### src/rtl/err_irq_reg.sv
module err_irq_reg #(
  parameter int W = 8,
  parameter logic [W-1:0] VALID = 8'b0110_1111
) (
  input  logic         clk,
  input  logic         rst_n,
  input  logic [W-1:0] evt_i,
  input  logic         rd_en,
  input  logic         wr_en,
  input  logic [W-1:0] wr_data,
  output logic [W-1:0] rd_data,
  output logic         irq_n
);

  logic [W-1:0] status, mask;
  logic [W-1:0] hits;
  logic [W-1:0] status_nxt;

  assign hits       = evt_i & VALID;
  assign status_nxt = (rd_en ? '0 : status) | hits;

  always_ff @(posedge clk or negedge rst_n) begin
    if (!rst_n) begin
      status  <= '0;
      mask    <= VALID;
      rd_data <= '0;
      irq_n   <= 1'b1;
    end else begin
      status <= status_nxt;
      if (wr_en) mask <= wr_data & VALID;
      if (rd_en) rd_data <= status;
      irq_n <= ~|(status & ~mask);
    end
  end

  assert_set_R2: assert property (@(posedge clk) disable iff (!rst_n)
    1'b1 |=> ((status & $past(hits)) == $past(hits)));

  assert_sticky_R3: assert property (@(posedge clk) disable iff (!rst_n)
    !rd_en |=> ((status & $past(status)) == $past(status)));

  assert_read_R4: assert property (@(posedge clk) disable iff (!rst_n)
    rd_en |=> (rd_data == $past(status)));

  assert_collide_R5: assert property (@(posedge clk) disable iff (!rst_n)
    (rd_en && |hits) |=> ((status & $past(hits)) == $past(hits)));

  assert_irq_rise_R7: assert property (@(posedge clk) disable iff (!rst_n)
    (|(status & ~mask)) |=> !irq_n);

  assert_irq_idle_R7: assert property (@(posedge clk) disable iff (!rst_n)
    !(|(status & ~mask)) |=> irq_n);

  always_comb begin
    if (rst_n) assert_rsvd_R8: assert ((rd_data & ~VALID) == '0);
  end

endmodule

### config.mk
export PLATFORM = sky130hd
export DESIGN_NAME = err_irq_reg
export DESIGN_NICKNAME = d
export VERILOG_FILES = /design/src/rtl/err_irq_reg.sv
export SDC_FILE = /design/constraint.sdc
export NUM_CORES = 1
export LEC_CHECK = 0
export BUFFER_PORTS_ARGS = -buffer_cell sky130_fd_sc_hd__buf_2
export CORE_MARGIN = 1.5
export CORE_UTILIZATION = 50
export DETAILED_ROUTE_END_ITERATION = 10
export PLACE_DENSITY = 0.81
export SYNTH_ARGS = -nofsm -noshare
export SYNTH_HDL_FRONTEND = slang
export SYNTH_SLANG_ARGS = --single-unit
export TNS_END_PERCENT = 10
### constraint.sdc
create_clock -name clk -period 1.3 [get_ports clk]
set_input_delay 0.065 -clock clk [delete_from_list [all_inputs] [get_ports clk]]
set_output_delay 0.065 -clock clk [all_outputs]
set_load 0.01 [all_outputs]
==> flow_metrics.py, run 1 <==
metrics = {
    "setup_path": {
        "cp-end-kind": "output port",
        "max_stage_delay_ns": 0.54,
        "crit_required_ns": 1.24,
        "worstSetupPathType": "reg2out",
        "start_kind": "flip-flop",
        "cpMaxStageDelayCell": "dfstp_2",
        "cp_top_family": "flip-flops",
        "arrival_ns": 0.95,
        "crit_chain": "buf_2",
        "cp_num_buf_inv": 1,
        "crit_path_max_fanout": 1,
    },
    "timing": {
        "timing.fmax_mhz": 982,
        "tns_ns": 0,
        "final_max_slew_viol_count": 0,
        "layout_setup_ws_ns": 0.282,
        "period_share_pct": 78.3,
        "clock_skew_ns": 0.00156,
        "hold_viol_final": 0,
        "finalSetupViolCount": 0,
        "min_period_ns": 1.02,
        "rsz0062_at_grt": "false",
    },
    "floorplan": {
        "die_area_sq_um": 1850,
        "std_cell_rows": 14,
        "die_x_um": 43.0,
        "boundaryPins": 29,
        "start_util_pct": 53.2,
        "die_h_um": 43.0,
        "core_sq_um": 1510,
    },
    "final_layout": {
        "nets": 110,
        "mostFrequentLayoutCells": "buf_2, dlygate4sd3_1, mux2_4, dfrtp_1, dfstp_2",
        "multi_input_area_sq_um": 256,
        "fillers": 106,
        "regArea_sq_um": 484,
        "layout-drive-gt1-share_pct": 51.7,
        "antenna_cells": 0,
        "area_growth_pct": 31.7,
        "final_common_cell": "buf_2",
    },
    "min_path": {
        "hold_path_class": "in2reg",
    },
    "synthesis": {
        "syn_avg_cell_area_sq_um": 15.1,
        "syn-cell-area_sq_um": 801,
        "yosys_warnings": 0,
        "synth_cell_types": 11,
        "synth_top_cell_area_share_pct": 37.5,
        "ys_seq_area_share_pct": 60.5,
        "netlist_instances": 53,
        "synth.largest_area_cell": "dfrtp_1",
        "ys_ff_latch": 19,
        "synth.area.top_cells": "dfrtp_1, dfstp_2, mux2_4",
    },
    "route": {
        "drtIter0Drc": 4,
        "drc": 0,
        "wire_per_inst_um": 11.9,
        "ant_nets": 0,
        "routed_wl_um": 1250,
        "via_per_inst": 4.96,
        "firstDrtPassIters": 2,
        "vias": 521,
    },
    "power_and_ir_drop": {
        "irDropWorstVdd_uv": 649,
        "power_leakage_nw": 0.548,
        "p_per_area_nw_per_um2": 1130,
    },
    "placement": {
        "port_buffers": 22,
        "globalplace.congestion": 0.667,
        "dp_slack_ns": 0.443,
    },
    "clock_network": {
        "cts_tree": "yes",
        "htree_levels": 1,
        "cts_resized": 0,
        "insertion_delay_ns": 0.29,
        "hold_buffers": 13,
        "path_clk_slew_ns": 0.10,
        "root_buffer": "clkbuf_4",
        "numCtsBuffers": 3,
        "clockBufferDepth": 2,
        "post_cts_buffers": 0,
        "numClockSinks": 19,
    },
    "global_routing": {
        "antenna_found_initial": 0,
        "grt_max_degree": 20,
        "overflow": 0,
        "grtUsageTotal_pct": 16.0,
        "grt_pass1_vias": 513,
        "grt_pass1_wl_um": 2140,
    },
    "flow_run": {
        "drv_cap": 0,
    },
    "status": {
        "status": "finished, final reports clean",
    },
}
==> synthesized netlist by cell type, drive strengths merged <==
master	number
buf	4
dfrtp	12
dfstp	7
mux2	12
inv	7
a21o	6
o22ai	3
nor3	1
conb	1
==> metrics by stage <==
stage	hold WS, ns	total power, mW	utilization (%)	std cells	area [sq um]
final	0.164	1.19	70.0	105	1050
after global routing	0.160	1.25	70.0	105	1050
after CTS	0.158	1.20	70.0	105	1050
after detailed placement	0.0132	0.885	59.6	88	897
after global placement	0.00492	0.876	59.6	88	897
after floorplan	-0.231	0.822	-	54	805
==> power breakdown <==
part | switching (mW) | internal [mW]
clock network | 0.174 | 0.114
logic | 0.0758 | 0.131
registers | 0.0327 | 0.662
==> cells by family after synthesis <==
group / count (synthesis) / synth area share (%)
other: 1 / 0.468
multiplexers: 12 / 22.5
AO/OA/AOI/OAI: 9 / 7.97
flip-flops: 19 / 60.5
buffers and inverters: 11 / 7.97
AND/OR/NAND/NOR: 1 / 0.624
==> layer usage <==
layer | GRT usage [%] | wire (um) | vias up | share of wire (%)
met2 | 28.5 | 613 | 24 | 49
met5 | 0 | 0 | - | 0
met3 | 2.98 | 73 | 4 | 5.9
met4 | 9.09 | 21 | 0 | 1.7
li1 | - | - | 245 | -
met1 | 17.5 | 539 | 248 | 43
==> worst paths after layout <==
kind,startpoint,end,slack [ns],cells after the start
max,irq_n,irq_n,0.28,1
min,wr_en,mask[0],0.16,2
max reg2reg,mask[5],irq_n,0.42,2
min reg2reg,rd_data[3],rd_data[3],0.52,1
max in group asynchronous,rst_n,mask[1],0.76,2
min in group asynchronous,rst_n,rd_data[5],0.22,2
==> sequential cells by signal, summed over array words and instances (netlist names) <==
name / flops
status: 6
mask: 6
irq_n: 1
rd_data: 6
==> cell type report <==
class / count / share of cell area, %
clock buffers: 3 / 2.14
clock inverters: 1 / 0.474
inverters: 7 / 2.49
multi-input cells: 24 / 24.3
flip-flops and latches: 19 / 45.9
well taps: 16 / 1.90
repair buffers: 35 / 22.8
No activity file was read; power rests on OpenSTA's default activity.
==> run 2: changes to the inputs <==
--- a/config.mk
+++ b/config.mk
@@ -5,11 +5,12 @@
 export SDC_FILE = /design/constraint.sdc
 export NUM_CORES = 1
 export LEC_CHECK = 0
+export ABC_AREA = 1
 export BUFFER_PORTS_ARGS = -buffer_cell sky130_fd_sc_hd__buf_2
 export CORE_MARGIN = 1.5
-export CORE_UTILIZATION = 50
+export CORE_UTILIZATION = 46
 export DETAILED_ROUTE_END_ITERATION = 10
-export PLACE_DENSITY = 0.81
+export PLACE_DENSITY = 0.75
 export SYNTH_ARGS = -nofsm -noshare
 export SYNTH_HDL_FRONTEND = slang
 export SYNTH_SLANG_ARGS = --single-unit
==> constraint.sdc (replaced) <==
create_clock -name clk -period 1 [get_ports clk]
set_input_delay 0.05 -clock clk [delete_from_list [all_inputs] [get_ports clk]]
set_output_delay 0.05 -clock clk [all_outputs]
set_load 0.01 [all_outputs]
==> flow_metrics.py, run 2 <==
metrics = {
    "global_routing": {
        "antenna_found_initial": 0,
        "grt_max_degree": 20,
        "grtUsageTotal_pct": 17.2,
        "overflow": 0,
        "grt_pass1_wl_um": 2410,
        "grt_pass1_vias": 567,
    },
    "final_layout": {
        "reg_top3": "mask x6, rd_data x6, status x6",
        "antenna_cells": 0,
        "final_common_cell": "buf_2",
        "mostFrequentLayoutCells": "buf_2, dlygate4sd3_1, inv_1, dfrtp_1, nand2_1",
        "fillers": 129,
        "nets": 130,
        "area_growth_pct": 31.7,
        "layout-drive-gt1-share_pct": 33.0,
    },
    "route": {
        "via_per_inst": 4.50,
        "vias": 562,
        "ant_nets": 0,
        "routed_wl_um": 1360,
        "wire_per_inst_um": 10.9,
        "drc": 0,
        "firstDrtPassIters": 5,
        "drtIter0Drc": 7,
    },
    "timing": {
        "rsz0062_at_grt": "false",
        "finalSetupViolCount": 0,
        "period_share_pct": 97.5,
        "final_max_slew_viol_count": 0,
        "hold_ws_ns": 0.0470,
        "min_period_ns": 0.975,
        "tns_ns": 0,
        "clock_skew_ns": 0.00217,
        "timing.fmax_mhz": 1030,
        "hold_viol_final": 0,
    },
    "synthesis": {
        "syn_avg_cell_area_sq_um": 10.6,
        "ys_seq_area_share_pct": 61.7,
        "synthSimpleGateAreaFrac_pct": 8.61,
        "synth-compound-area-share_pct": 13.4,
        "netlist_instances": 74,
        "synth_xor_xnor_area_share_pct": 0,
        "async_flop_share_pct": 100,
        "synth-main-ff-cell": "dfrtp_1",
        "synth_cell_types": 14,
        "synth_top_cell_area_share_pct": 38.3,
        "synth_top_family_by_area": "compound AO/OA/AOI/OAI gates",
        "synth_edf_count": 0,
        "syn-cell-area_sq_um": 785,
        "synth.area.top_cells": "dfrtp_1, dfstp_2, inv_1",
        "yosys_warnings": 0,
        "synth.largest_area_cell": "dfrtp_1",
        "synthMuxAreaShare_pct": 3.83,
        "ys_ff_latch": 19,
        "synth_fa_ha_area_share_pct": 0,
        "yosys-top-cells-count": "dfrtp_1, inv_1, nand2_1, dfstp_2, nor2_1",
    },
    "clock_network": {
        "clockBufferDepth": 2,
        "insertion_delay_ns": 0.29,
        "root_buffer": "clkbuf_4",
        "path_clk_slew_ns": 0.11,
        "numCtsBuffers": 3,
        "numClockSinks": 19,
        "post_cts_buffers": 0,
        "htree_levels": 1,
        "cts_tree": "yes",
    },
    "setup_path": {
        "crit_path_max_fanout": 1,
        "max_stage_delay_ns": 0.54,
        "cp_top_family": "flip-flops",
        "worstSetupPathType": "reg2out",
        "start_kind": "flip-flop",
        "cp-end-kind": "output port",
        "cpMaxStageDelayCell": "dfstp_2",
        "crit_required_ns": 0.95,
        "cp_num_buf_inv": 1,
        "crit_chain": "buf_6",
        "arrival_ns": 0.92,
    },
    "placement": {
        "globalplace.congestion": 0.658,
        "port_buffers": 22,
        "dp_hpwl_um": 937,
    },
    "floorplan": {
        "die_x_um": 44.3,
        "core_sq_um": 1560,
        "die_area_sq_um": 1960,
        "std_cell_rows": 14,
        "start_util_pct": 50.3,
        "boundaryPins": 29,
        "die_h_um": 44.3,
    },
    "power_and_ir_drop": {
        "power_leakage_nw": 0.530,
        "irDropWorstVdd_uv": 988,
        "p_per_area_nw_per_um2": 1450,
    },
    "status": {
        "status": "finished, final reports clean",
    },
    "min_path": {
        "hold_path_class": "in2reg",
    },
    "flow_run": {
        "drv_cap": 0,
    },
}
## run 2: cell types whose count changed in the layout (fill, tap and decap cells not counted), moves of 5 or more
cell / delta
a21oi_1: +5
o21bai_1: +6
mux2_4: -10
nor2_1: +7
nand2_1: +11
inv_1: +6
a21o_1: -6
## run 2: path summary, 6_finish.rpt
path | endpoint | start | slack, ns | cells after the start
min in group asynchronous | status[5] | rst_n | 0.21 | 2
worst min-delay path | mask[2] | wr_en | 0.05 | 3
worst max register to register | irq_n | mask[2] | 0.10 | 6
worst max-delay path | irq_n | irq_n | 0.03 | 1
max in group asynchronous | mask[1] | rst_n | 0.47 | 2
worst min register to register | mask[2] | mask[2] | 0.50 | 2
## run 2: layout make-up
type	instances	area, sq um	area share [%]
Clock buffer	3	22.5	2.18
Tap cell	16	20.0	1.94
Multi-Input combinational cell	39	210	20.3
Clock inverter	1	5.00	0.484
Timing Repair Buffer	35	246	23.8
Inverter	12	45.0	4.36
Sequential cell	19	484	46.9
## run 2: cell families after synthesis
family,Yosys count
buffers and inverters,17
muxes,2
other,1
AOI/OAI and AO/OA,17
and+or+nand+nor,18
DFF,19
## run 2: report_power, final
part	total [mW]	internal (mW)	leakage, nW	switching, mW
logic	0.239	0.123	0.312	0.116
clock network	0.384	0.149	0.0177	0.235
registers	0.880	0.851	0.201	0.0292
## run 2: per-layer routing
metal	track usage [%]	routed length, um
met1	24.3	665
met2	24.1	603
met3	3.67	65
met4	10.9	25
met5	0	0
## run 2: per-stage QoR
step	utilization, %	total power [mW]	instance area, sq um	worst slack (ns)	instances
floorplan	-	1.02	788	0.172	75
global placement	55.8	1.08	870	0.136	108
detailed placement	55.8	1.09	870	0.119	108
CTS	65.9	1.52	1030	0.00541	125
global route	66.3	1.59	1030	0.00429	125
finish	66.3	1.50	1030	0.0253	125
## run 2: what timing repair did
action	in CTS	in global routing
resized for setup	0	1
hold buffers	13	0
hold endpoints to repair	31	0
endpoints found under the setup margin	0	1
==> run 3: changes to the inputs <==
--- a/config.mk
+++ b/config.mk
@@ -11,6 +11,7 @@
 export CORE_UTILIZATION = 46
 export DETAILED_ROUTE_END_ITERATION = 10
 export PLACE_DENSITY = 0.75
+export REMOVE_ABC_BUFFERS = 1
 export SYNTH_ARGS = -nofsm -noshare
 export SYNTH_HDL_FRONTEND = slang
 export SYNTH_SLANG_ARGS = --single-unit
==> flow_metrics.py, run 3 (same netlist as run 2, synthesis figures left out) <==
metrics = {
    "power_and_ir_drop": {
        "p_total_mw": 1.49,
        "seq_power_share_pct": 58.8,
        "p_comb_share_pct": 16.0,
        "power_leakage_nw": 0.527,
        "p_int_mw": 1.13,
        "irDropWorstVdd_uv": 875,
        "p_per_area_nw_per_um2": 1450,
        "swShare_pct": 24.5,
        "p_sw_uw": 365,
        "clkPwrFrac_pct": 25.3,
    },
    "setup_path": {
        "reg2reg_to": "irq_n",
        "reg2reg_slack_ns": 0.11,
        "crit_start": "irq_n",
        "crit_required_ns": 0.95,
        "start_kind": "flip-flop",
        "cp-end-kind": "output port",
        "cp_top_family": "flip-flops",
        "reg2reg_depth": 6,
        "cpMaxStageDelayCell": "dfstp_2",
        "rr_startpoint": "mask[1]",
        "worstSetupPathType": "reg2out",
        "crit_chain": "buf_6",
        "cp_num_buf_inv": 1,
        "crit_path_max_fanout": 1,
        "arrival_ns": 0.92,
        "max_stage_delay_ns": 0.54,
    },
    "route": {
        "drc": 0,
        "firstDrtPassIters": 6,
        "drtIter0Drc": 7,
        "met2_length_um": 674,
        "ant_nets": 0,
        "wire_per_inst_um": 10.5,
        "wl_met3_um": 43,
        "routed.top_layer": "met4",
        "routed_wl_um": 1310,
        "wl_met1_um": 584,
        "vias": 582,
        "via_per_inst": 4.66,
    },
    "final_layout": {
        "mostFrequentLayoutCells": "buf_2, dlygate4sd3_1, inv_1, dfrtp_1, nand2_1",
        "fin_area_sq_um": 1030,
        "antenna_cells": 0,
        "nets": 130,
        "area_growth_pct": 31.6,
        "layout-drive-gt1-share_pct": 32.1,
        "final_common_cell": "buf_2",
        "reg_top3": "mask x6, rd_data x6, status x6",
    },
    "global_routing": {
        "grtUsageTotal_pct": 16.2,
        "grt_pass1_vias": 541,
        "antenna_found_initial": 0,
        "overflow": 0,
        "grt_max_degree": 20,
        "grt_pass1_wl_um": 2240,
    },
    "clock_network": {
        "clockBufferDepth": 2,
        "numClockSinks": 19,
        "numCtsBuffers": 3,
        "root_buffer": "clkbuf_4",
        "insertion_delay_ns": 0.29,
        "htree_levels": 1,
        "path_clk_slew_ns": 0.10,
        "cts_tree": "yes",
    },
    "timing": {
        "tns_ns": 0,
        "finalSetupViolCount": 0,
        "period_share_pct": 97.1,
        "final_max_slew_viol_count": 0,
        "hold_viol_final": 0,
        "timing.fmax_mhz": 1030,
        "min_period_ns": 0.971,
        "rsz0062_at_grt": "false",
        "clock_skew_ns": 0.00384,
    },
    "status": {
        "status": "finished, final reports clean",
    },
    "floorplan": {
        "die_area_sq_um": 1960,
        "start_util_pct": 50.3,
        "die_x_um": 44.3,
        "core_sq_um": 1560,
        "boundaryPins": 29,
        "die_h_um": 44.3,
        "std_cell_rows": 14,
    },
    "placement": {
        "globalplace.congestion": 0.654,
        "dp_hpwl_um": 870,
        "port_buffers": 22,
        "placed_area_sq_um": 870,
    },
    "flow_run": {
        "drv_cap": 0,
    },
    "min_path": {
        "hold_end": "mask[3]",
        "holdPathStages": 3,
        "hold_start": "wr_en",
        "hold_path_class": "in2reg",
    },
}
run 3: cell types whose count changed in the layout (fill, tap and decap cells not counted), sizes merged:
cell    before  now
clkbuf       3    4
clkinv       1    0
run 3: through the flow:
step	instances	hold slack (ns)	utilization, %	setup slack (ns)
detailed placement	108	0.00187	55.8	0.137
CTS	125	0.0494	65.8	0.0140
floorplan	70	-0.246	-	0.172
finish	125	0.0520	66.2	0.0295
global route	125	0.0789	66.2	0.000321
global placement	108	-0.00458	55.8	0.144
run 3: layer usage:
layer	track usage, %	vias up
li1	-	293
met1	19.1	274
met4	10.9	0
met3	2.45	2
met5	0	-
met2	27.1	13
run 3: power groups by stage:
stage          registers [mW]  logic, mW  clock network [mW]
2_1_floorplan           0.900     0.0907                   0
3_3_place_gp            0.888      0.194                   0
3_5_place_dp            0.890      0.199                   0
4_1_cts                 0.876      0.239               0.385
5_1_grt                 0.885      0.273               0.411
6_report                0.877      0.239               0.377
run 3: how the worst max path moves through the flow:
stage / slack [ns] / cells after the start / to
floorplan: 0.17 / 6 / irq_n
global placement: 0.14 / 6 / irq_n
detailed placement: 0.14 / 6 / irq_n
CTS: 0.01 / 1 / irq_n
global route: 0.0003 / 1 / irq_n
finish: 0.03 / 1 / irq_n
run 3: layout make-up:
| type | count | area, sq um |
|---|---|---|
| Inverter | 12 | 45.0 |
| Multi-Input combinational cell | 39 | 210 |
| Timing Repair Buffer | 35 | 246 |
| Clock buffer | 4 | 26.3 |
| Sequential cell | 19 | 484 |
| Tap cell | 16 | 20.0 |
| Fill cell | 132 | 527 |
run 3: what timing repair did:
| item | 4_1_cts | 5_1_grt |
|---|---|---|
| hold buffers | 13 | 0 |
| setup buffers | 0 | 0 |
| endpoints found under the setup margin | 0 | 1 |
| gates resized for setup | 0 | 1 |
| hold endpoints to repair | 31 | 0 |
